==> src/rtl/keychain_pkg.sv <==
package keychain_pkg;

  localparam logic [7:0] OPC_BRANCH = 8'h80;
  localparam logic [7:0] OPC_JUMP   = 8'h81;
  localparam logic [7:0] OPC_CALL   = 8'h82;
  localparam logic [7:0] OPC_RETURN = 8'h83;

  typedef enum logic [2:0] {
    CLS_SEQ  = 3'd0,
    CLS_BR   = 3'd1,
    CLS_JMP  = 3'd2,
    CLS_CALL = 3'd3,
    CLS_RET  = 3'd4,
    CLS_BAD  = 3'd5
  } op_class_e;

  typedef enum logic [2:0] {
    HALT_NONE   = 3'd0,
    HALT_INTEG  = 3'd1,
    HALT_CHAIN  = 3'd2,
    HALT_OPCODE = 3'd3,
    HALT_STACK  = 3'd4
  } halt_cause_e;

  typedef enum logic [2:0] {
    ST_IDLE  = 3'd0,
    ST_DREQ  = 3'd1,
    ST_DWAIT = 3'd2,
    ST_RWAIT = 3'd3,
    ST_POP   = 3'd4,
    ST_HALT  = 3'd5
  } seq_state_e;

endpackage

==> src/rtl/kc_decode.sv <==
module kc_decode
  import keychain_pkg::*;
#(
  parameter int OP_W = 8
) (
  input  logic [OP_W-1:0] op,
  output op_class_e       cls
);

  localparam int UPPER_W = (OP_W > 8) ? OP_W - 8 : 1;

  logic upper_zero;

  generate
    if (OP_W > 8) begin : g_wide
      assign upper_zero = (op[OP_W-1:8] == UPPER_W'(0));
    end else begin : g_narrow
      assign upper_zero = 1'b1;
    end
  endgenerate

  always_comb begin
    cls = CLS_BAD;
    if (upper_zero) begin
      if (!op[7]) begin
        cls = CLS_SEQ;
      end else begin
        unique case (op[7:0])
          OPC_BRANCH: cls = CLS_BR;
          OPC_JUMP:   cls = CLS_JMP;
          OPC_CALL:   cls = CLS_CALL;
          OPC_RETURN: cls = CLS_RET;
          default:    cls = CLS_BAD;
        endcase
      end
    end
  end

endmodule

==> src/rtl/kc_call_stack.sv <==
module kc_call_stack #(
  parameter int DEPTH = 4,
  parameter int IP_W  = 32,
  parameter int KEY_W = 128
) (
  input  logic             clk,
  input  logic             rst,
  input  logic             push,
  input  logic [IP_W-1:0]  push_ip,
  input  logic [KEY_W-1:0] push_key,
  input  logic             pop,
  output logic [IP_W-1:0]  top_ip,
  output logic [KEY_W-1:0] top_key,
  output logic             full,
  output logic             empty
);

  localparam int AW    = (DEPTH > 1) ? $clog2(DEPTH) : 1;
  localparam int ENT_W = IP_W + KEY_W;

  logic [ENT_W-1:0] mem [DEPTH];
  logic [ENT_W-1:0] rd_q;
  logic [AW:0]      sp_q;
  logic [AW:0]      sp_dec;

  assign sp_dec = sp_q - (AW+1)'(1);
  assign full   = (sp_q == (AW+1)'(DEPTH));
  assign empty  = (sp_q == '0);

  // Memory port: no reset, synchronous read, so it maps onto block RAM.
  always_ff @(posedge clk) begin
    if (push) begin
      mem[sp_q[AW-1:0]] <= {push_ip, push_key};
    end
    if (pop) begin
      rd_q <= mem[sp_dec[AW-1:0]];
    end
  end

  always_ff @(posedge clk) begin
    if (rst) begin
      sp_q <= '0;
    end else if (push) begin
      sp_q <= sp_q + (AW+1)'(1);
    end else if (pop) begin
      sp_q <= sp_dec;
    end
  end

  assign top_ip  = rd_q[ENT_W-1:KEY_W];
  assign top_key = rd_q[KEY_W-1:0];

  AST_NO_PUSH_FULL: assert property (@(posedge clk) disable iff (rst)
    push |-> !full);
  AST_NO_POP_EMPTY: assert property (@(posedge clk) disable iff (rst)
    pop |-> !empty);
  AST_PUSH_POP_EXCL: assert property (@(posedge clk) disable iff (rst)
    !(push && pop));

endmodule

==> src/rtl/kc_halt_latch.sv <==
module kc_halt_latch
  import keychain_pkg::*;
(
  input  logic        clk,
  input  logic        rst,
  input  logic        set,
  input  halt_cause_e cause_in,
  output logic        halted,
  output halt_cause_e cause
);

  always_ff @(posedge clk) begin
    if (rst) begin
      halted <= 1'b0;
      cause  <= HALT_NONE;
    end else if (set && !halted) begin
      halted <= 1'b1;
      cause  <= cause_in;
    end
  end

  AST_HALT_STICKY: assert property (@(posedge clk) disable iff (rst)
    halted |=> halted && $stable(cause));
  AST_HALT_HAS_CAUSE: assert property (@(posedge clk) disable iff (rst)
    halted |-> cause != HALT_NONE);

endmodule

==> src/rtl/keychain_seq.sv <==
module keychain_seq
  import keychain_pkg::*;
#(
  parameter int OP_W        = 8,
  parameter int ARG_W       = 32,
  parameter int KEY_W       = 128,
  parameter int STACK_DEPTH = 4
) (
  input  logic             clk,
  input  logic             rst,
  input  logic [KEY_W-1:0] master_key,
  input  logic             instr_valid,
  output logic             instr_ready,
  input  logic             instr_auth_ok,
  input  logic [OP_W-1:0]  instr_op,
  input  logic [ARG_W-1:0] instr_arg,
  input  logic [KEY_W-1:0] instr_kprev,
  input  logic [KEY_W-1:0] instr_knext_a,
  input  logic [KEY_W-1:0] instr_knext_b,
  input  logic             br_taken,
  output logic             deriv_req_valid,
  input  logic             deriv_req_ready,
  output logic [ARG_W-1:0] deriv_req_label,
  input  logic             deriv_rsp_valid,
  input  logic [KEY_W-1:0] deriv_rsp_key,
  output logic             rng_req,
  input  logic             rng_valid,
  input  logic [KEY_W-1:0] rng_key,
  output logic [KEY_W-1:0] chain_key,
  output logic [ARG_W-1:0] ip,
  output logic             retire,
  output logic             halted,
  output logic [2:0]       halt_cause
);

  seq_state_e       state_q;
  logic [KEY_W-1:0] chain_key_q;
  logic [ARG_W-1:0] ip_q;
  logic [ARG_W-1:0] lat_arg_q;
  op_class_e        lat_cls_q;
  logic [KEY_W-1:0] dkey_q;
  logic             retire_q;

  op_class_e        cls;
  halt_cause_e      fault;
  halt_cause_e      cause_q;
  logic             accept;
  logic             go;
  logic             stk_push;
  logic             stk_pop;
  logic             stk_full;
  logic             stk_empty;
  logic [ARG_W-1:0] stk_top_ip;
  logic [KEY_W-1:0] stk_top_key;
  logic [ARG_W-1:0] ip_inc;

  assign instr_ready = (state_q == ST_IDLE);
  assign accept      = instr_valid && instr_ready;
  assign ip_inc      = ip_q + ARG_W'(1);

  kc_decode #(.OP_W(OP_W)) u_decode (
    .op  (instr_op),
    .cls (cls)
  );

  // Fault priority: authentication, chain key, opcode, stack.
  always_comb begin
    fault = HALT_NONE;
    if (!instr_auth_ok) begin
      fault = HALT_INTEG;
    end else if (instr_kprev != chain_key_q) begin
      fault = HALT_CHAIN;
    end else if (cls == CLS_BAD) begin
      fault = HALT_OPCODE;
    end else if ((cls == CLS_CALL && stk_full) || (cls == CLS_RET && stk_empty)) begin
      fault = HALT_STACK;
    end
  end

  assign go       = accept && (fault == HALT_NONE);
  assign stk_pop  = go && (cls == CLS_RET);
  assign stk_push = (state_q == ST_RWAIT) && rng_valid;

  kc_halt_latch u_halt (
    .clk      (clk),
    .rst      (rst),
    .set      (accept && (fault != HALT_NONE)),
    .cause_in (fault),
    .halted   (halted),
    .cause    (cause_q)
  );

  kc_call_stack #(
    .DEPTH (STACK_DEPTH),
    .IP_W  (ARG_W),
    .KEY_W (KEY_W)
  ) u_stack (
    .clk      (clk),
    .rst      (rst),
    .push     (stk_push),
    .push_ip  (ip_inc),
    .push_key (rng_key),
    .pop      (stk_pop),
    .top_ip   (stk_top_ip),
    .top_key  (stk_top_key),
    .full     (stk_full),
    .empty    (stk_empty)
  );

  always_ff @(posedge clk) begin
    if (rst) begin
      state_q     <= ST_IDLE;
      chain_key_q <= master_key;
      ip_q        <= '0;
      lat_arg_q   <= '0;
      lat_cls_q   <= CLS_SEQ;
      dkey_q      <= '0;
      retire_q    <= 1'b0;
    end else begin
      retire_q <= 1'b0;
      unique case (state_q)
        ST_IDLE: begin
          if (accept) begin
            if (fault != HALT_NONE) begin
              state_q <= ST_HALT;
            end else begin
              lat_arg_q <= instr_arg;
              lat_cls_q <= cls;
              unique case (cls)
                CLS_SEQ: begin
                  chain_key_q <= instr_knext_a;
                  ip_q        <= ip_inc;
                  retire_q    <= 1'b1;
                end
                CLS_BR: begin
                  if (br_taken) begin
                    chain_key_q <= instr_knext_a;
                    ip_q        <= instr_arg;
                  end else begin
                    chain_key_q <= instr_knext_b;
                    ip_q        <= ip_inc;
                  end
                  retire_q <= 1'b1;
                end
                CLS_JMP, CLS_CALL: state_q <= ST_DREQ;
                CLS_RET:           state_q <= ST_POP;
                default:           state_q <= ST_HALT;
              endcase
            end
          end
        end
        ST_DREQ: begin
          if (deriv_req_ready) state_q <= ST_DWAIT;
        end
        ST_DWAIT: begin
          if (deriv_rsp_valid) begin
            if (lat_cls_q == CLS_JMP) begin
              chain_key_q <= deriv_rsp_key;
              ip_q        <= lat_arg_q;
              retire_q    <= 1'b1;
              state_q     <= ST_IDLE;
            end else begin
              dkey_q  <= deriv_rsp_key;
              state_q <= ST_RWAIT;
            end
          end
        end
        ST_RWAIT: begin
          if (rng_valid) begin
            chain_key_q <= dkey_q;
            ip_q        <= lat_arg_q;
            retire_q    <= 1'b1;
            state_q     <= ST_IDLE;
          end
        end
        ST_POP: begin
          chain_key_q <= stk_top_key;
          ip_q        <= stk_top_ip;
          retire_q    <= 1'b1;
          state_q     <= ST_IDLE;
        end
        ST_HALT: state_q <= ST_HALT;
        default: state_q <= ST_HALT;
      endcase
    end
  end

  assign deriv_req_valid = (state_q == ST_DREQ);
  assign deriv_req_label = lat_arg_q;
  assign rng_req         = (state_q == ST_RWAIT);
  assign chain_key       = chain_key_q;
  assign ip              = ip_q;
  assign retire          = retire_q;
  assign halt_cause      = cause_q;

  AST_SEQ_ADVANCE: assert property (@(posedge clk) disable iff (rst)
    (go && cls == CLS_SEQ) |=> (ip_q == $past(ip_q) + ARG_W'(1)) && retire);
  AST_MISMATCH_HALTS: assert property (@(posedge clk) disable iff (rst)
    (accept && instr_auth_ok && instr_kprev != chain_key_q) |=> halted && $stable(ip_q));
  AST_HALTED_NOT_READY: assert property (@(posedge clk) disable iff (rst)
    halted |-> !instr_ready);
  AST_AUTH_FIRST: assert property (@(posedge clk) disable iff (rst)
    (accept && !instr_auth_ok) |=> halted && halt_cause == 3'd1);
  AST_REQ_HELD: assert property (@(posedge clk) disable iff (rst)
    (deriv_req_valid && !deriv_req_ready) |=> deriv_req_valid && $stable(deriv_req_label));
  AST_WAIT_FROZEN: assert property (@(posedge clk) disable iff (rst)
    (deriv_req_valid || (state_q == ST_DWAIT && !deriv_rsp_valid)) |=> $stable(chain_key_q) && $stable(ip_q));
  AST_BAD_OPCODE: assert property (@(posedge clk) disable iff (rst)
    (accept && instr_auth_ok && instr_kprev == chain_key_q && cls == CLS_BAD) |=> halt_cause == 3'd3);
  AST_WAIT_NOT_READY: assert property (@(posedge clk) disable iff (rst)
    (deriv_req_valid || rng_req) |-> !instr_ready);

endmodule

==> config.mk <==
export PLATFORM = sky130hd
export DESIGN_NAME = keychain_seq
export DESIGN_NICKNAME = d
export VERILOG_FILES = /design/src/rtl/keychain_pkg.sv /design/src/rtl/kc_decode.sv /design/src/rtl/kc_call_stack.sv /design/src/rtl/kc_halt_latch.sv /design/src/rtl/keychain_seq.sv
export SDC_FILE = /design/constraint.sdc
export NUM_CORES = 2
export LEC_CHECK = 0
export CAP_MARGIN = 20
export CORE_AREA = 3 3 395 397
export DETAILED_ROUTE_END_ITERATION = 12
export DIE_AREA = 0 0 398 400
export GPL_TIMING_DRIVEN = 1
export SYNTH_ARGS = -nofsm -noshare
export SYNTH_HDL_FRONTEND = slang
export SYNTH_SLANG_ARGS = --single-unit
==> constraint.sdc <==
create_clock -name clk -period 10.25 [get_ports clk]
set_input_delay 1.5375 -clock clk [delete_from_list [all_inputs] [get_ports clk]]
set_output_delay 1.5375 -clock clk [all_outputs]
set_load 0.01 [all_outputs]
### Word level (Yosys, flattened, before mapping)

Memory sizes are Yosys's and may differ from the RTL's. A register that Yosys moved wholly into a read port is not among the register bits.
Index checks and enable logic that the tools add are counted.

* memories kept: 1
* RAM bits: 640
* register bits after elaboration: 334

Memories
* u_stack.mem: words 4, bits a word 160, rd ports 1, clocked after memory_dff 1, write ports 1, line kc_call_stack.sv:21 `logic [ENT_W-1:0] mem [DEPTH];`

* bitwise gates (word level): 2
* reductions and logical operators: 25
* muxes and demuxes: 42
* add/subtract/negate cells: 3
* eq/ne operators: 30

Operators by type and width (count)
* $mux W128: 7
* $pmux W128 S4: 1
* $pmux W128 S2: 1
* $mux W32: 6
* $ne A128 B128 Y1: 1
* $pmux W32 S4: 1
* $pmux W32 S2: 1
* $mux W3: 12
* $add A32 B1 Y32 const B: 1
* $eq A8 B8 Y1 const B: 4
* $eq A3 B2 Y1 const B: 5
* $pmux W3 S5: 1
* $reduce_and A7 Y1: 2
* $eq A3 B3 Y1 const B: 4
* $logic_not A3 Y1: 4
* $pmux W3 S4: 1
* $ne A3 B2 Y1 const B: 3
* $ne A3 B3 Y1 const B: 3
* $pmux W3 S3: 1
* $logic_and A1 B1 Y1: 8
* $mux W1: 8
* $eq A3 B1 Y1 const B: 2
* $ne A2 B1 Y1 const B: 3
* $ne A2 B2 Y1 const B: 3
* 16 further kinds: 19

### Logic depth before layout (Yosys ltp)

* word-level depth: 15
* depth in mapped cells: 16

### Hierarchy

A second synthesis with hierarchy kept.

* cell total of the unflattened synthesis: 3501
* area, all modules: 48232.5 sq um

Modules (own cells, without submodules)
* kc_call_stack: cells an instance 1024, instances 1, sequential area each 24083.1 sq um, area each 28110.7 sq um
* keychain_seq: cells an instance 2452, instances 1, sequential area each 7827.5 sq um, area each 19885.3 sq um
* kc_halt_latch: cells an instance 16, instances 1, sequential area each 80.1 sq um, area each 171.4 sq um
* kc_decode: cells an instance 9, instances 1, sequential area each 0.0 sq um, area each 65.1 sq um

### Worst setup path before layout

Ideal clock, no wire load.

* path kind: input to register
* start: input port instr_kprev[68]
* end: register u_stack.rd_q[0] (read register of u_stack.mem) (enable)
* path buffers: 3
* stages: 10
* arrival time: 6.838 ns
* setup slack: 2.873 ns
* setup time: 0.539 ns
* path through: xnor2_1 nand4_1 nor4_1 nand4_1 or2_0 buf_2 nor4b_2 buf_4 buf_6 and2_1

* cells in the longest elaborated chain, start to end: 6

Ends and longest elaborated chain
* start: declaration: line keychain_seq.sv:17 `input logic [KEY_W-1:0] instr_kprev,`
* $ne A128 B128 Y1: line keychain_seq.sv:71 `end else if (instr_kprev != chain_key_q) begin`
* $mux W3: line keychain_seq.sv:71
* $mux W3: line keychain_seq.sv:69 `if (!instr_auth_ok) begin`
* $logic_not A3 Y1: line keychain_seq.sv:80 `assign go = accept && (fault == HALT_NONE);`
* $logic_and A1 B1 Y1: line keychain_seq.sv:80
* $logic_and A1 B1 Y1: line keychain_seq.sv:81 `assign stk_pop = go && (cls == CLS_RET);`
* via stk_pop: line keychain_seq.sv:50 `logic stk_pop;`
* end: declaration: line kc_call_stack.sv:22 `logic [ENT_W-1:0] rd_q;`

The timed path passes the listed nets, and every way through them passes these cells.
A chain may end at the register's enable or synchronous reset.

### Worst setup path in the final report

* start: input port instr_kprev[118]
* end: register chain_key_q[14], in the netlist chain_key[14] (enable)

* cells in the longest elaborated chain, start to end: 6

Ends and longest elaborated chain
* $ne A128 B128 Y1: line keychain_seq.sv:71
* $mux W3: line keychain_seq.sv:71
* $mux W3: line keychain_seq.sv:69
* $reduce_bool A3 Y1: line keychain_seq.sv:124 `if (fault != HALT_NONE) begin`
* $ne A3 B3 Y1 (no line)
* $reduce_and A7 Y1 (no line)
* end signal: assignment: line keychain_seq.sv:131 `chain_key_q <= instr_knext_a;`
* end signal: assignment: line keychain_seq.sv:137 `chain_key_q <= instr_knext_a;`
* end signal: assignment: line keychain_seq.sv:140 `chain_key_q <= instr_knext_b;`
* end: declaration: line keychain_seq.sv:37 `logic [KEY_W-1:0] chain_key_q;`

Every way passes these cells.

==> impl_metrics.toml <==
[run_status]
status = "finished clean"

[final_layout]
drive_gt1_frac = 0.101
regArea_sq_um = 32000
area_growth_pct = 35.0
multi_input_area_sq_um = 14900
final_cell_count_no_fill = 6739
fill_cells = 14100
fin_nets = 5382

[synth]
synth_top_family_by_area = "multiplexers"
ys.flop_type = "edfxtp_1"
yosysWarnings = 0
synth_common_cells = "edfxtp_1 (928), nand2_1 (559), a21oi_1 (402)"
synthDominantCellAreaShare = 0.579
avgSynthCellArea_sq_um = 13.4
syn_area_sq_um = 48200
synth_edf_count = 928
ys_ff_latch = 1134
synth_most_common_cell = "edfxtp_1"
syn_nets = 4404
async_reset_ff_frac = 0
synth_compound_area_frac = 0.0848
synthAdderAreaFrac = 0.00182
ys_top_cells_by_area = "edfxtp_1 (58%), dfxtp_1 (8.6%), mux4_2 (7.5%)"
postSynthCellCount = 3581
synth.distinct_cells = 58
synth_simple_gate_area_frac = 0.0815
synth_xor_area_frac = 0.0289
yosysSeqAreaShare = 0.664
synthMuxAreaShare = 0.110
yosys.area.top_type = "edfxtp_1"

[cts]
ctsHoldBuffers = 0
ctsResizeCount = 0
clkSinkCount = 1134
clk_pin_slew_ps = 60
cts_root_buffer = "clkbuf_16"
cts_tree = "yes"
clock_latency_ps = 760
htree_levels = 3
cts_made_buffers = 121
cts_setup_buffers = 0
cts_buffer_depth = 3

[placement]
hpwl_mm = 158
io_buffers = 1015
placed_cells = 6464
gp_congestion = 0.956
pre_cts_slack_ps = 2100

[critical_path]
critPathLaunchType = "primary input"
crit_fanout = 56
crit_arrival_ps = 7180
slowest_delay_ps = 950
path_cells = "clkdlybuf4s50_1 -> xnor2_1 -> nand4_1 -> nor4_1 -> nand4_1 -> o31ai_1 -> nand3_2 -> buf_4 -> nand2b_4 -> buf_4"
path_class = "in2reg"
worst_ep_required_time_ps = 10610
slowest_stage = "nor4_1"
cp-end-kind = "register"

[grt]
grt_first_pass_wirelength_mm = 282
grt.busiest_layer = "met2"
grt_overflow = 0
met2_usage = 0.414
use_met1 = 0.336
antenna_found_initial = 105
grt_max_degree = 94
use_met3 = 0.0687
grt_pass1_vias = 34200
groute.usage.overall = 0.257

[die]
pin_count = 1016
die_w_um = 398
rows = 143
floorplan.core_area_sq_um = 152000
die_h_um = 400
initial_utilization = 0.316
die-area_sq_um = 159000

[pwr]
ir_drop_uv = 141
leakagePower_uw = 0.0213
p_per_area_nw_per_um2 = 206
power_uw = 13400

[route]
drt_iter0_drc = 3794
route.detailed.drc = 0
ant_nets = 0
dr.pass1.iters = 7
wirelength_mm = 213
vias = 35300
routed_via_density = 5.24
wl_per_cell_um = 31.6

[sta]
min_period_over_period = 0.666
hold_violations = 0
finalSetupViolCount = 0
timing.setup.tns_ps = 0
fin_worst_skew_ps = 58.0
rsz0062_at_grt = "no"
hold_ws_ps = 454
slew_headroom = 0.174
min_period_ps = 6820
setup_slack_ps = 3430
fmax_mhz = 147
worst_pin_slew_ps = 1230
maxSlewViolCount = 0

[min_path]
min_path_type = "reg2reg"

[job]
maxCapViolCount = 0
-- sequential cells by signal, summed over array words and instances (netlist names) --
name / cells
chain_key: 128
deriv_req_label: 32
dkey_q: 128
ip: 32
lat_cls_q: 3
retire: 1
state_q: 3
u_halt.cause: 3
u_halt.halted: 1
u_stack.mem: 640
u_stack.rd_q: 160
u_stack.sp_q: 3
-- path summary, 6_finish.rpt --
path	from	to	slack, ps	cells past startpoint
max	instr_kprev[118]	chain_key[14]	3430	10
min	dkey_q[59]	dkey_q[59]	450	2
max reg2reg	chain_key[118]	chain_key[14]	4210	9
min reg2reg	dkey_q[59]	dkey_q[59]	450	2
-- power breakdown --
group | switching [uW] | total, uW | leakage [uW] | internal [uW]
clock | 1940 | 4620 | 0.00206 | 2680
sequential | 406 | 5710 | 0.0102 | 5310
combinational | 1860 | 3060 | 0.00910 | 1200
total | 4210 | 13400 | 0.0213 | 9190
-- layout make-up --
cell class                 instances  area share
clock buffer                     154      0.0509
clock inverter                    77      0.0139
sequential                      1134       0.492
inverter                         124     0.00716
antenna                           42     0.00162
timing repair buffer            1091       0.166
multi-input combinational       2087       0.229
tap                             2030      0.0391
-- cells in the final DEF (no fill, tap or decap), types with 124 or more instances in the layout --
| cell type | instances |
|---|---|
| mux2i_1 | 167 |
| dfxtp_1 | 204 |
| nand2_1 | 558 |
| edfxtp_1 | 928 |
| xnor2_1 | 146 |
| clkdlybuf4s50_1 | 1014 |
| a21oi_1 | 402 |
| nor2_1 | 206 |
| mux4_2 | 160 |
| inv_1 | 124 |
-- cells by family (layout without fill, tap and decap cells) --
group,after synthesis,count (layout)
mux,328,328
other cells,0,42
compound gates,669,669
flops,1134,1134
buf+inv,360,1446
fa+ha+maj,7,7
simple gates,924,924
xor+xnor,159,159
-- stage by stage --
step | cell area [sq um] | util
2_1_floorplan | 48200 | -
3_3_place_gp | 60700 | 0.398
3_5_place_dp | 60700 | 0.399
4_1_cts | 64900 | 0.426
5_1_grt | 65000 | 0.427
6_report | 65000 | 0.427
-- critical path: cells and delay by family --
| family | cells | cell delay (ps) |
|---|---|---|
| AND/OR/NAND/NOR | 5 | 2900 |
| buffers and inverters | 3 | 1410 |
| XOR/XNOR | 1 | 700 |
| AO/OA/AOI/OAI | 1 | 420 |
-- routing by layer --
layer	vias up	wire length, um
met5	-	246
met3	324	18200
met2	1720	102000
met1	17800	86000
met4	40	6340
li1	15400	-
(Power assumes the default switching activity.)
